**src/rtl/dpsm_pkg.sv**
```systemverilog
package dpsm_pkg;
    localparam int unsigned DPSM_CNT_W  = 8;
    localparam int unsigned DPSM_FRAC_W = 4;

    typedef enum logic {
        SEL_COARSE = 1'b0,
        SEL_FINE   = 1'b1
    } dith_sel_e;
endpackage

```
**src/rtl/dpsm_timebase.sv**
```systemverilog
module dpsm_timebase #(
    parameter int unsigned CNT_W = 8
) (
    input  logic             clk_i,
    input  logic             rst_ni,
    input  logic             en_i,
    output logic [CNT_W-1:0] cnt_o,
    output logic             start_o
);
    typedef struct packed {
        logic [CNT_W-1:0] cnt;
    } tb_state_t;

    tb_state_t st_d, st_q;

    always_comb begin
        st_d = st_q;
        if (!en_i) begin
            st_d.cnt = '0;
        end else begin
            st_d.cnt = st_q.cnt + 1'b1;
        end
        cnt_o   = st_q.cnt;
        start_o = en_i && (st_q.cnt == '0);
    end

    always_ff @(posedge clk_i or negedge rst_ni) begin
        if (!rst_ni) begin
            st_q <= '0;
        end else begin
            st_q <= st_d;
        end
    end
endmodule

```
**src/rtl/dpsm_dither.sv**
```systemverilog
module dpsm_dither
    import dpsm_pkg::*;
#(
    parameter int unsigned CNT_W  = 8,
    parameter int unsigned FRAC_W = 4,
    localparam int unsigned CMD_W = CNT_W + FRAC_W
) (
    input  logic             clk_i,
    input  logic             rst_ni,
    input  logic             en_i,
    input  logic             start_i,
    input  logic [CMD_W-1:0] cmd_i,
    output logic [CNT_W-1:0] shift_o
);
    typedef struct packed {
        logic [FRAC_W-1:0] acc;
        logic [CNT_W-1:0]  shift;
    } dith_state_t;

    dith_state_t st_d, st_q;

    logic [FRAC_W:0]    sum;
    dith_sel_e          sel;
    logic [CNT_W-1:0]   coarse;
    logic [CNT_W-1:0]   cand;

    always_comb begin
        coarse = cmd_i[CMD_W-1:FRAC_W];
        sum    = {1'b0, st_q.acc} + {1'b0, cmd_i[FRAC_W-1:0]};
        sel    = sum[FRAC_W] ? SEL_FINE : SEL_COARSE;
        cand   = (sel == SEL_FINE) ? coarse + 1'b1 : coarse;

        st_d    = st_q;
        shift_o = st_q.shift;
        if (!en_i) begin
            st_d = '0;
        end else if (start_i) begin
            st_d.acc   = sum[FRAC_W-1:0];
            st_d.shift = cand;
            shift_o    = cand;
        end
    end

    always_ff @(posedge clk_i or negedge rst_ni) begin
        if (!rst_ni) begin
            st_q <= '0;
        end else begin
            st_q <= st_d;
        end
    end
endmodule

```
**src/rtl/dpsm_wave.sv**
```systemverilog
module dpsm_wave #(
    parameter int unsigned CNT_W = 8
) (
    input  logic             clk_i,
    input  logic             rst_ni,
    input  logic             en_i,
    input  logic             start_i,
    input  logic [CNT_W-1:0] cnt_i,
    input  logic [CNT_W-1:0] shift_i,
    output logic             ref_o,
    output logic             shf_o,
    output logic             prd_o
);
    typedef struct packed {
        logic ref_w;
        logic shf_w;
        logic prd;
    } wave_state_t;

    wave_state_t      st_d, st_q;
    logic [CNT_W-1:0] lag;

    always_comb begin
        lag        = cnt_i - shift_i;
        st_d.ref_w = en_i && !cnt_i[CNT_W-1];
        st_d.shf_w = en_i && !lag[CNT_W-1];
        st_d.prd   = start_i;
    end

    always_ff @(posedge clk_i or negedge rst_ni) begin
        if (!rst_ni) begin
            st_q <= '0;
        end else begin
            st_q <= st_d;
        end
    end

    assign ref_o = st_q.ref_w;
    assign shf_o = st_q.shf_w;
    assign prd_o = st_q.prd;
endmodule

```
**src/rtl/dpsm_top.sv**
```systemverilog
module dpsm_top #(
    parameter int unsigned CNT_W  = dpsm_pkg::DPSM_CNT_W,
    parameter int unsigned FRAC_W = dpsm_pkg::DPSM_FRAC_W,
    localparam int unsigned CMD_W = CNT_W + FRAC_W
) (
    input  logic             clk_i,
    input  logic             rst_ni,
    input  logic             en_i,
    input  logic [CMD_W-1:0] phase_i,
    output logic             ref_o,
    output logic             shf_o,
    output logic             prd_o
);
    logic [CNT_W-1:0] cnt;
    logic [CNT_W-1:0] shift;
    logic             start;

    dpsm_timebase #(.CNT_W(CNT_W)) u_tb (
        .clk_i   (clk_i),
        .rst_ni  (rst_ni),
        .en_i    (en_i),
        .cnt_o   (cnt),
        .start_o (start)
    );

    dpsm_dither #(.CNT_W(CNT_W), .FRAC_W(FRAC_W)) u_dith (
        .clk_i   (clk_i),
        .rst_ni  (rst_ni),
        .en_i    (en_i),
        .start_i (start),
        .cmd_i   (phase_i),
        .shift_o (shift)
    );

    dpsm_wave #(.CNT_W(CNT_W)) u_wave (
        .clk_i   (clk_i),
        .rst_ni  (rst_ni),
        .en_i    (en_i),
        .start_i (start),
        .cnt_i   (cnt),
        .shift_i (shift),
        .ref_o   (ref_o),
        .shf_o   (shf_o),
        .prd_o   (prd_o)
    );
endmodule

```
**config.mk**
```make
export PLATFORM = sky130hd
export DESIGN_NAME = dpsm_top
export DESIGN_NICKNAME = d
export VERILOG_FILES = /design/src/rtl/dpsm_pkg.sv /design/src/rtl/dpsm_timebase.sv /design/src/rtl/dpsm_dither.sv /design/src/rtl/dpsm_wave.sv /design/src/rtl/dpsm_top.sv
export SDC_FILE = /design/constraint.sdc
export NUM_CORES = 1
export LEC_CHECK = 0
export CAP_MARGIN = 40
export CORE_MARGIN = 5
export CORE_UTILIZATION = 40
export CTS_BUF_LIST = sky130_fd_sc_hd__clkbuf_2
export CTS_CLUSTER_SIZE = 28
export DETAILED_ROUTE_END_ITERATION = 8
export GPL_ROUTABILITY_DRIVEN = 0
export PLACE_DENSITY_LB_ADDON = 0.25
export SYNTH_ARGS = -nofsm -noshare
export SYNTH_HDL_FRONTEND = slang
export SYNTH_SLANG_ARGS = --single-unit
```
**constraint.sdc**
```tcl
create_clock -name clk_i -period 3.95 [get_ports clk_i]
set_input_delay 0.79 -clock clk_i [delete_from_list [all_inputs] [get_ports clk_i]]
set_output_delay 0.79 -clock clk_i [all_outputs]
set_load 0.01 [all_outputs]
```
* Word-level counts from Yosys, hierarchy flattened
Index checks and enable logic that the tools add are counted.
** Storage, ports and cells
- Register bits :: 23
- Input port bits :: 15
- Output and inout port bits :: 3
- Logic and storage cells :: 24
** Cells by class
- $add $sub $neg :: 4
- Equal/unequal tests :: 1
- Mux-type cells :: 7
- Reductions and logical operators :: 6
** Operators by type and width (number)
- $mux W8 :: 4
- $mux W12 :: 2
- $add A8 B1 Y8 const B :: 2
- $logic_not A8 Y1 :: 1
- $sub A8 B8 Y8 :: 1
- $add A4 B4 Y5 :: 1
- $logic_and A1 B1 Y1 :: 3
- $logic_not A1 Y1 :: 2
- $ne A2 B1 Y1 const B :: 1
- $mux W1 :: 1

* Depth between registers and ports, before layout
- Depth after elaboration :: 8
- Mapped depth :: 15
- Gate-level depth less buffers :: 15

* By module
From an unflattened synthesis, not the netlist that was laid out.
** Second synthesis, totals
- Cells, all modules :: 168
- Area total of the unflattened synthesis :: 1550.2 sq um
** Modules (own cells, without submodules)
- dpsm_dither :: instances 1, cells an instance 99, area an instance 872.1 sq um, sequential area each 300.3 sq um
- dpsm_timebase :: instances 1, cells an instance 37, area an instance 406.6 sq um, sequential area each 200.2 sq um
- dpsm_wave :: instances 1, cells an instance 32, area an instance 271.5 sq um, sequential area each 75.1 sq um

* Least setup slack after synthesis
OpenSTA, ideal clock, no wires.
- Kind :: input -> register
- Start point :: input port phase_i[0]
- End point :: register u_wave.st_q, in the netlist u_wave.shf_o
- Setup time :: 0.080 ns
- Data arrival time :: 3.460 ns
- Required time :: 3.870 ns
- Slack :: 0.410 ns
- Cell stages on the path :: 15
- Path through :: ha_1 > fa_1 > a211oi_1 > nor2_1 > nand4_1 > xor2_1 > nor2_1 > a21oi_1 > ha_1 > a21oi_1 > and3_1 > o21ai_0 > a21oi_1 > and3b_1 > nor3b_2
** RTL lines
- start, declared :: line dpsm_top.sv:9 : input logic [CMD_W-1:0] phase_i,
- end signal, assigned :: line dpsm_wave.sv:34 : st_q <= st_d;
- end, declared :: line dpsm_wave.sv:20 : wave_state_t st_d, st_q;

==> results.cfg <==
[clocking]
cts_made_buffers = 3
cts_tree = built
clkTransAtPathRegs_ns = 0.24
clockRootBuffer = clkbuf_2
postCtsSetupRepairBufs = 0
clock_latency_ns = 0.34
numClockSinks = 23
cts_buffer_depth = 2
holdBufCountCts = 0
ctsHtreeMaxLevel = 1
postCtsResizedCells = 0

[sta]
slew_violations = 0
fin_crit_ns = 3.69
setup_violations = 0
rsz0062_at_grt = no
hold_ws_ns = 0.512
worstMarginPinSlew_ns = 0.517
fin_crit_sh_pct = 93.5
fmax_mhz = 271
skew_ns = 0.0133
max_slew_margin_pct = 65.6
layout_setup_ws_ns = 0.256
final_hold_viol_count = 0

[critical_path]
crit_path_max_fanout = 4
crit_end = u_wave.shf_o
crit_arrival_ns = 3.98
crit_start = phase_i[0]
cp_top_family = compound AO/OA/AOI/OAI gates
cp.required_ns = 4.24
crit_cells = 16
cpPeakStageDelay_ns = 0.41
r2r_cells = 13
slowest_stage = clkdlybuf4s50_1
reg2reg_to = u_wave.shf_o
cp-start-kind = input pin
crit_path_end_kind = flip-flop
crit_buf_inv = 2
r2r-start = u_tb.cnt_o[0]
path_cells = clkdlybuf4s50_1, ha_1, fa_1, a211oi_1, buf_4, nor4_1, xnor2_1, nor2_1, a21oi_1, ha_1, a21o_1, a21oi_1, o21ai_0, a21oi_1, and3b_1, nor3b_2
path_class = input pin to flip-flop
r2r_slack_ns = 0.42
worst_path_most_repeated_cell = a21oi_1

[drt]
final_antenna_net_count = 0
drc = 0
wl_per_cell_um = 13.3
drt-initial-drc-count = 43
dr_total_vias = 1134
drt_first_pass_iters = 4
vias_per_cell = 5.23
drt-total-wl_mm = 2.89

[logic_synthesis]
synth_top_family_by_area = simple AND/OR/NAND/NOR gates
synth_mux_area_share_pct = 0.693
ys_warn_count = 0
syn_nets = 176
ys_seq_area_share_pct = 39.8
synth_cells = 147
synth-seq-cells = 23
synth.top_cell.area_share_pct = 39.8
synth_edf_count = 0
netlist_area_um2 = 1450
async_flop_share_pct = 100
synth-compound-area-share_pct = 15.3
synthAdderAreaFrac_pct = 12.6
synth_cell_types = 36
yosys.area.top_type = dfrtp_1
synth-simple-area-share_pct = 20.6
syn_avg_cell_area_um2 = 9.83
synthXorXnorAreaFrac_pct = 8.48
synthTopCellsByCount = 23 x dfrtp_1, 13 x ha_1, 12 x a21oi_1
synth_area_leaders = dfrtp_1 40%, ha_1 11%, xor2_1 4.8%
synth_most_common_cell = dfrtp_1
ys.flop_type = dfrtp_1

[layout]
multi_input_area_um2 = 835
regArea_um2 = 576
nets = 201
utilization_pct = 51.5
nFillCells = 335
diodes = 0
drive_gt1_share_pct = 9.94
area_delta_synth_final_pct = 21.7

[placed_design]
hpwl_mm = 2.31
post-place-ws_ns = -0.118
numPortBuffers = 17

[die]
start_util_pct = 42.3
rows = 21
die_area_um2 = 4910
fp.dieH_um = 70.1
ioPinCount = 18
core_area_um2 = 3420
die_x_um = 70.1

[global_routing]
antenna_found_initial = 0
globalRouteOverflowTotal = 0
grt_start_max_net_pins = 17
track_usage_pct = 13.0
first_global_vias = 1215
grt_pass1_wl_mm = 5.32

[run]
max_cap_viol_count = 0

[pwr]
power.internal_mw = 0.375
power_switching_mw = 0.179
combinationalPowerShare_pct = 33.0
total_power_mw = 0.554
p_per_area_nw_per_um2 = 315
power_frac_seq_pct = 49.4
swShare_pct = 32.3
cellLeakagePower_nw = 0.854
ir_drop_mv = 0.126
clkPwrFrac_pct = 17.7

[hold_path]
hold_path.class = flip-flop to flip-flop

[run_status]
outcome = completed
## worst min-delay path by stage
stage / startpoint / to / slack, ns / cells past startpoint
floorplan: u_dith.st_q[2] / u_dith.st_q[2] / 0.45 / 1
global placement: u_dith.st_q[3] / u_dith.st_q[3] / 0.46 / 1
detailed placement: u_dith.st_q[2] / u_dith.st_q[2] / 0.47 / 1
CTS: u_dith.st_q[2] / u_dith.st_q[2] / 0.52 / 1
global route: u_dith.st_q[5] / u_dith.st_q[5] / 0.55 / 1
finish: u_dith.st_q[4] / u_dith.st_q[4] / 0.51 / 1
## placed cells by master (no fill, tap or decap), drive strengths merged, types with 2 or more instances in the layout
| cell | Yosys | routed |
|---|---|---|
| dfrtp | 23 | 23 |
| clkdlybuf4s50 | 0 | 17 |
| ha | 13 | 13 |
| a21oi | 12 | 12 |
| nand3 | 10 | 10 |
| buf | 1 | 9 |
| and2 | 8 | 8 |
| xor2 | 8 | 8 |
| nor2 | 8 | 8 |
| nand2 | 8 | 8 |
| a21o | 8 | 8 |
| xnor2 | 6 | 6 |
| o21ai | 6 | 6 |
| and3 | 3 | 3 |
| inv | 3 | 3 |
| nand4 | 3 | 3 |
| clkbuf | 5 | 3 |
| nor4 | 3 | 3 |
| nand2b | 2 | 2 |
| a22o | 2 | 2 |
| a211oi | 2 | 2 |
## logic make-up after synthesis
kind of cell             after synthesis
AND/OR/NAND/NOR                       52
AO/OA/AOI/OAI                         34
flip-flops                            23
XOR/XNOR                              14
adder cells (fa/ha/maj)               14
buffers and inverters                  9
multiplexers                           1
## metal layers
metal / GRT usage [%] / vias up / wire (um)
met5: 0 / - / 0
met4: 3.83 / 0 / 19
met3: 2.58 / 2 / 83
met2: 23.0 / 12 / 1470
met1: 15.9 / 547 / 1320
li1: - / 573 / -
## registers in the layout (all words and copies together) (netlist names)
name,count
u_dith.st_q,12
u_wave.prd_o,1
u_tb.cnt_o,8
u_wave.shf_o,1
u_wave.ref_o,1
## power groups by stage
stage,clock (mW),sequential [mW],combinational [mW]
2_1_floorplan,0,0.275,0.113
3_3_place_gp,0,0.277,0.174
3_5_place_dp,0,0.278,0.184
4_1_cts,0.105,0.274,0.185
5_1_grt,0.115,0.278,0.206
6_report,0.0978,0.273,0.182
## area by class of cell
class | count | area share (%)
clock buffer | 3 | 0.853
clock inverter | 1 | 0.427
inverter | 3 | 0.640
multi-input combinational | 115 | 47.4
sequential | 23 | 32.7
tap | 46 | 3.27
timing repair buffer | 26 | 14.7
## metrics by stage
step	instances	setup TNS (ns)	area, um^2
finish	217	0	1760
global route	217	0	1760
CTS	217	0	1760
detailed placement	213	-0.118	1740
global placement	212	-0.0140	1710
floorplan	147	0	1450
Power figures use the tool's default switching activity.
